**config.mk**
```make
export PLATFORM = sky130hd
export DESIGN_NAME = xbar_bank
export DESIGN_NICKNAME = d
export VERILOG_FILES = /design/src/rtl/xbar_bank.sv
export SDC_FILE = /design/constraint.sdc
export NUM_CORES = 1
export LEC_CHECK = 0
export ABC_AREA = 1
export BUFFER_PORTS_ARGS = -buffer_cell sky130_fd_sc_hd__clkbuf_2
export CAP_MARGIN = 30
export CORE_MARGIN = 2
export CORE_UTILIZATION = 50
export CTS_CLUSTER_SIZE = 10
export DETAILED_ROUTE_END_ITERATION = 7
export PLACE_DENSITY = 0.79
export SETUP_SLACK_MARGIN = 0.05
export SYNTH_ARGS = -nofsm -noshare
export SYNTH_HDL_FRONTEND = slang
export SYNTH_SLANG_ARGS = --single-unit
export TNS_END_PERCENT = 1
```
**constraint.sdc**
```tcl
create_clock -name clk -period 8.3 [get_ports clk]
set_clock_uncertainty 0.1 [all_clocks]
set_input_delay 1.245 -clock clk [delete_from_list [all_inputs] [get_ports clk]]
set_output_delay 1.245 -clock clk [all_outputs]
set_load 0.02 [all_outputs]
```
**src/rtl/xbar_bank.sv**
```systemverilog
module xbar_bank #(
  parameter int GROUPS = 8,
  parameter int PORTS  = 8,
  parameter int WORD_W = 12
) (
  input  logic                      clk,
  input  logic                      rst_n,
  input  logic [GROUPS*PORTS-1:0]   din,
  output logic [GROUPS*PORTS-1:0]   dout,
  input  logic                      cfg_we,
  input  logic [3:0]                cfg_addr,
  input  logic [WORD_W-1:0]         cfg_word,
  input  logic                      commit,
  output logic                      load_done
);
  localparam int SEL_W = $clog2(PORTS);
  localparam int LANES = GROUPS * PORTS;
  localparam int CFG_W = LANES * SEL_W;
  localparam int WORDS = CFG_W / WORD_W;

  function automatic logic [CFG_W-1:0] ident_map();
    logic [CFG_W-1:0] m;
    m = '0;
    for (int k = 0; k < GROUPS; k++)
      for (int j = 0; j < PORTS; j++)
        m[(k*PORTS+j)*SEL_W +: SEL_W] = SEL_W'(j);
    return m;
  endfunction

  localparam logic [CFG_W-1:0] IDENT = ident_map();

  logic [CFG_W-1:0] shadow, live;
  logic [WORDS-1:0] seen;
  logic             wr_ok;

  assign wr_ok     = cfg_we && (int'(cfg_addr) < WORDS);
  assign load_done = &seen;

  always_ff @(posedge clk) begin
    if (!rst_n) begin
      shadow <= IDENT;
      live   <= IDENT;
      seen   <= '0;
    end else begin
      if (commit) begin
        live <= shadow;
        seen <= '0;
      end
      if (wr_ok) begin
        shadow[int'(cfg_addr)*WORD_W +: WORD_W] <= cfg_word;
        seen[cfg_addr] <= 1'b1;
      end
    end
  end

  for (genvar k = 0; k < GROUPS; k++) begin : g_grp
    logic [PORTS-1:0] gin;
    assign gin = din[k*PORTS +: PORTS];
    for (genvar j = 0; j < PORTS; j++) begin : g_out
      logic [SEL_W-1:0] sel;
      assign sel = live[(k*PORTS+j)*SEL_W +: SEL_W];
      assign dout[k*PORTS+j] = gin[sel];
    end
  end

  assert_live_hold_R3: assert property (@(posedge clk) disable iff (!rst_n)
    !commit |=> $stable(live));
  assert_commit_copy_R4: assert property (@(posedge clk) disable iff (!rst_n)
    commit |=> live == $past(shadow));
  assert_done_clear_R7: assert property (@(posedge clk) disable iff (!rst_n)
    (commit && !cfg_we) |=> !load_done);
  assert_done_rise_R6: assert property (@(posedge clk) disable iff (!rst_n)
    $rose(load_done) |-> $past(cfg_we));
  assert_shadow_keep_R8: assert property (@(posedge clk) disable iff (!rst_n)
    !cfg_we |=> $stable(shadow));
endmodule

```
=== Word-level counts from Yosys, hierarchy flattened ===
Cells that the tools add are included.

* Logic and storage cells: 210
* Bits in registers: 400

* Add/sub/neg operators: 1
* Muxes and demuxes: 134
* Reduce and logical (&&, ||, !) cells: 2
* Bitwise logic cells: 1
* Multipliers: 1
* $lt $le $gt $ge: 66
* Shifts and indexed selects: 2

{| class="wikitable"
|+ Operators by type and width
! operator !! number
|-
| less-than comparator 3 x 4 -> 1 bit, second input constant || 64
|-
| binary-select mux 1 bit (select 3 bit) || 64
|-
| bitwise mux 192 bit || 1
|-
| variable shift 12 x 33 -> 192 bit, first input constant || 1
|-
| indexed part select 12 x 33 -> 192 bit || 1
|-
| two-way mux 1 bit || 65
|-
| two-way mux 16 bit || 3
|-
| negator 8 -> 33 bit || 1
|-
| OR 16 bit || 1
|-
| AND reduction 16 bit || 1
|-
| multiplier 4 x 2 -> 6 bit, second input constant || 1
|-
| less-than comparator 4 x 5 -> 1 bit, second input constant || 1
|-
| demux 1 bit (select 4 bit) || 1
|-
| >= comparator 4 x 1 -> 1 bit, second input constant || 1
|-
| logical AND 1 bit || 1
|}

=== Logic depth before layout (Yosys ltp) ===
* Depth in word-level cells: 6
* Depth in mapped cells: 19
* Gate-level depth less buffers: 18

=== Least setup slack after synthesis ===
Ideal clock, no wire load.

* Path kind: in2reg
* Start point: input cfg_addr[0]
* End point: register shadow[7]
* Path buffers: 2
* Stages on the path: 18
* Arrival time: 3.619 ns
* Slack: 4.447 ns
* Setup time: 0.134 ns
* Cells stage by stage: buf_4 > inv_1 > ha_1 > nor2_4 > nand4_1 > nor2_1 > ha_1 > inv_1 > nand2_1 > nor2_1 > nand3_2 > clkinv_2 > nand2_2 > nand2_2 > buf_4 > nand2_1 > nand2_1 > nand3_1

* Longest elaborated chain between the ends: 4
* Elaborated cells between the ends (all ways): 5

{| class="wikitable"
|+ RTL lines
! what !! line !! RTL
|-
| start: declaration || 11 || <nowiki>input logic [3:0] cfg_addr,</nowiki>
|-
| multiplier 4 x 2 -> 6 bit * || 50 || <nowiki>shadow[int'(cfg_addr)*WORD_W +: WORD_W] <= cfg_word;</nowiki>
|-
| negator 8 -> 33 bit * || 50 ||
|-
| indexed part select 12 x 33 -> 192 bit or variable shift 12 x 33 -> 192 bit (tied branches) || 50 ||
|-
| bitwise mux 192 bit * || 50 ||
|-
| end signal: indexed assignment || 50 ||
|-
| end: declaration || 32 || <nowiki>logic [CFG_W-1:0] shadow, live;</nowiki>
|}

Every way passes the cells marked *; elsewhere a longest branch is shown, timed or not.
A chain may end at the register's enable or synchronous reset.

=== Final worst setup path ===
* Start point: input cfg_addr[0]
* End point: register shadow[68]

The elaborated chain is that of the path after synthesis.

==> summary by stage <==
Routing
For this block, the routed nets add up to 67,360 um of wire. Dividing the detail-routed via count by the number of cells gives 5.988. The remaining routing DRC violations is 0.

The first TritonRoute pass finished after 7 iterations. The detailed router placed 21,260 vias in this run. The average wire per standard cell is 18.97 um. The detail route stage leaves a number of antenna-violating nets equal to 0. The number of violations reported at the end of detailed-routing iteration 0 is 2,402.

STA
Setup violations remaining at the end of the flow were counted as 0. The max-slew violation total from the final report is 0. Derived from the worst setup path, the maximum achievable clock frequency is 174.0 MHz. The minimum period implied by the final worst setup slack is 5.749 ns.

The total negative slack for setup checks is 0 ns. The hold violation total from the final report is 0. The worst slew margin relative to its limit is 21.64%. Setup repair after global routing left no endpoint under its margin. For the pin with the worst max-slew slack, the measured transition is 1.163 ns. In the finished design, the share of the clock period the worst path needs comes to 69.26%.

Yosys
The cell with the most instances after synthesis is nand2_1. The post-synthesis cell type with the largest combined area is dfxtp_1. Yosys printed 0 warnings. By area, the combinational part of the netlist is dominated by compound AO/OA/AOI/OAI gates. A synthesized cell averages 6.691 sq um. After Yosys synthesis, full adders, half adders and majority gates account for 0.6917% of the synthesized area. For this run, the register share of the synthesized area comes to 40.24%. The portion of synthesized cell area occupied by the leading cell type is 40.24%.

Summing the areas of all compound-gate instances in the mapped netlist gives 26.19% of the synthesized area. Of the post-synthesis cell area, the part taken by muxes is 0%. Counting flops and latches in the post-synthesis netlist gives 400. The number of nets handed over by synthesis was 3,069. Summing the areas of all and, or, nand and nor instances in the mapped netlist gives 25.27% of the synthesized area. After synthesis the cells add up to 0.01990 sq mm. In the synthesized netlist the dominant register cell turns out to be dfxtp_1. The commonest cells after synthesis are nand2_1 (552), o21ai_0 (474), dfxtp_1 (400). The xor/xnor share of the synthesized area is 0%.

The count of distinct cell types in the synthesized netlist is 34. The cell count after synthesis is 2,974. Yosys attributes the largest share of cell area to dfxtp_1 (40%), o21ai_0 (12%), nand2_1 (10%).

In the synthesized netlist the async set-or-reset flop fraction comes to 0%. In this run, synthesis inferred 0 flip-flops with an integrated enable.

Worst setup path
The cell family contributing the most delay on the critical path is simple AND/OR/NAND/NOR gates. The maximum fanout along the worst path is 23. The number of cells on the worst reg-to-reg path is 2. The worst setup path is launched from an input pin. The instance count on the critical path is 15.

The endpoint class of the critical path is a flop. The worst setup path is of the in -> reg kind. The longest individual stage delay on the worst path is 0.75 ns. The largest individual stage delay along the critical path comes from the cell nor2_2. The number of buffers and inverters on the critical path is 4.

STA puts the critical path data required time at 8.69 ns. STA puts the critical path data arrival time at 6.14 ns. Traced cell by cell, the critical path runs through clkbuf_2 -> inv_1 -> ha_1 -> nor2_4 -> nand4_1 -> nor2_1 -> ha_1 -> inv_1 -> nor2_2 -> nand2_2 -> inv_2 -> nand4_1 -> nand2_1 -> nand2_1 -> nand3_1.

Clock network
No sink is reached through more buffers than the 3 on the longest clock path. The insertion delay of the later-clocked pin in the worst-skew pair is 0.56 ns. The clock net sink count is 400. The number of buffers created by CTS is 46. The quantity of hold-fixing buffers added after cts is 0. TritonCTS built the clock tree. The root buffer cell chosen for the clock tree is clkbuf_16.

The clock slew at the register clock pins of the worst setup and hold paths is 0.06 ns. In this run, post-CTS repair resized a total of 0 instances. The number of post-CTS setup repair buffers is 0. The H-tree depth is 2.

GRT
The total overflow reported by the global router is 0. The maximum number of pins on one net before global-route repair is 166. The initial antenna violation count is 0.

The first-pass GRT wire length is 104,000 um. The number of global-route vias before repair is 19,130. The overall global routing resource usage is 31.48%.

Place
Routability-driven placement finished with a final weighted congestion of 1.000. Detailed placement finished with a half-perimeter wire length of 46,830 um. Buffers placed on the I/O ports in this run total 148. In this run the cell area measured after placement is 0.02074 sq mm.

Worst hold path
The number of cells on the worst hold path is 2. The path type of the worst min-delay path is reg -> reg.

Cells and area
The area of the multi-input gates is 0.01038 sq mm. For this run, the share of the core covered by cells in the final layout is 55.69%. The fraction of final layout cells with drive strength greater than 1 is 8.364%. The layout has 3,785 filler cells. The area growth from synthesis to layout is 10.69%. The final cell area excluding filler cells is 0.02202 sq mm. Across the whole layout, storage elements account for 0.008008 sq mm. In the final design database the tool counted 3,113 nets.

Outcome
The flow ran to the end, and the final reports show no timing, DRC or antenna violations.

Power and ir drop
Summed over all nets, the switching power comes to 0.001473 W. Internal power comes to 0.003284 W. The clock network accounts for 37.5% of the total power. For this design the static power due to leakage is 9.643 nW. The part of the power in registers is 44.4%. In this run switching power makes up 30.96% of total power.

The combinational fraction of design power is 18.2%. The maximum ir drop on the vdd rail is 0.0001258 V. The total power per unit cell area is 216.0 mW/mm^2.

Die
The area of the die is 0.04141 sq mm. 149 I/O pins were placed. The floorplan step set the die height to 203.5 um.

The initial standard-cell utilization of the core is 50.31%. The horizontal extent of the die is 203.5 um. The placement row count is 73. The total core area is 0.03955 sq mm.

Run
The number of max-capacitance violations reported is 0.
[sequential cells by signal (all words and copies together) (netlist names)]
| signal | flops |
|---|---|
| shadow | 192 |
| live | 192 |
| seen | 16 |
[path summary, 6_finish.rpt]
check / slack [ns] / end / from
max: 2.55 / shadow[68]$_SDFFE_PN1P_ / cfg_addr[0]
min: 0.36 / shadow[145]$_SDFFE_PN0P_ / shadow[145]$_SDFFE_PN0P_
max reg2reg: 7.27 / live[126]$_SDFFE_PN0P_ / live[126]$_SDFFE_PN0P_
min reg2reg: 0.36 / shadow[145]$_SDFFE_PN0P_ / shadow[145]$_SDFFE_PN0P_
[stage by stage]
step                cells  power, W  setup WS [ns]  hold slack (ns)
floorplan            2974  0.002687          4.447           0.3267
global placement     3491  0.002959          2.526           0.3397
detailed placement   3494  0.002985          2.188           0.3447
CTS                  3549  0.004754          2.775           0.3550
global route         3550  0.004939          2.316           0.3640
finish               3551  0.004757          2.551           0.3557
[routing by layer]
| metal | up-vias | track usage, % | wire [um] |
|---|---|---|---|
| met5 | - | 0 | 0 |
| met2 | 897 | 51.26 | 31030 |
| met3 | 152 | 4.267 | 5232 |
| met1 | 10030 | 42.56 | 28840 |
| met4 | 0 | 11.89 | 2256 |
| li1 | 10190 | - | - |
[power groups by stage]
stage               Sequential [W]  Clock (W)  Combinational [W]
CTS                        0.00211    0.00180           0.000843
floorplan                  0.00211          0           0.000577
finish                     0.00211    0.00178           0.000864
detailed placement         0.00215          0           0.000838
global route               0.00212    0.00188           0.000938
global placement           0.00214          0           0.000819
[tightest hold or removal path: stages (launching register included)]
cell and delay, ns:
dfxtp_1 0.29, inv_1 0.06, a21oi_1 0.06
[layout by cell type (no fill, tap or decap), types with 2 or more instances in the layout]
cell type	n
o21ai_0	474
buf_4	10
a31oi_1	64
a21oi_1	322
nand2_1	552
nand4_1	39
o21ai_1	5
buf_2	3
nand3_2	9
o31ai_1	4
nand3_1	218
inv_1	215
clkbuf_2	146
nand2_2	9
nor2_1	354
o211ai_1	87
nor2_4	4
nor4_1	3
nor2_2	3
ha_1	11
o21ai_2	2
inv_2	8
clkbuf_1	5
clkbuf_16	49
dfxtp_1	400
nor3_1	5
o22ai_1	11
[cell families after synthesis]
group,after synthesis
fa+ha+maj,11
buf+inv,391
compound gates,972
flops,400
simple gates,1200
[final cells by class]
class | instances | share of cell area, %
diodes | 1 | 0.01136
clock buffers | 54 | 5.652
clock inverters | 1 | 0.03409
inverters | 225 | 3.852
multi-input cells | 2183 | 47.15
flip-flops and latches | 400 | 36.36
well taps | 525 | 2.982
repair buffers | 162 | 3.965
Note: power is estimated with default switching activity, not from simulation.
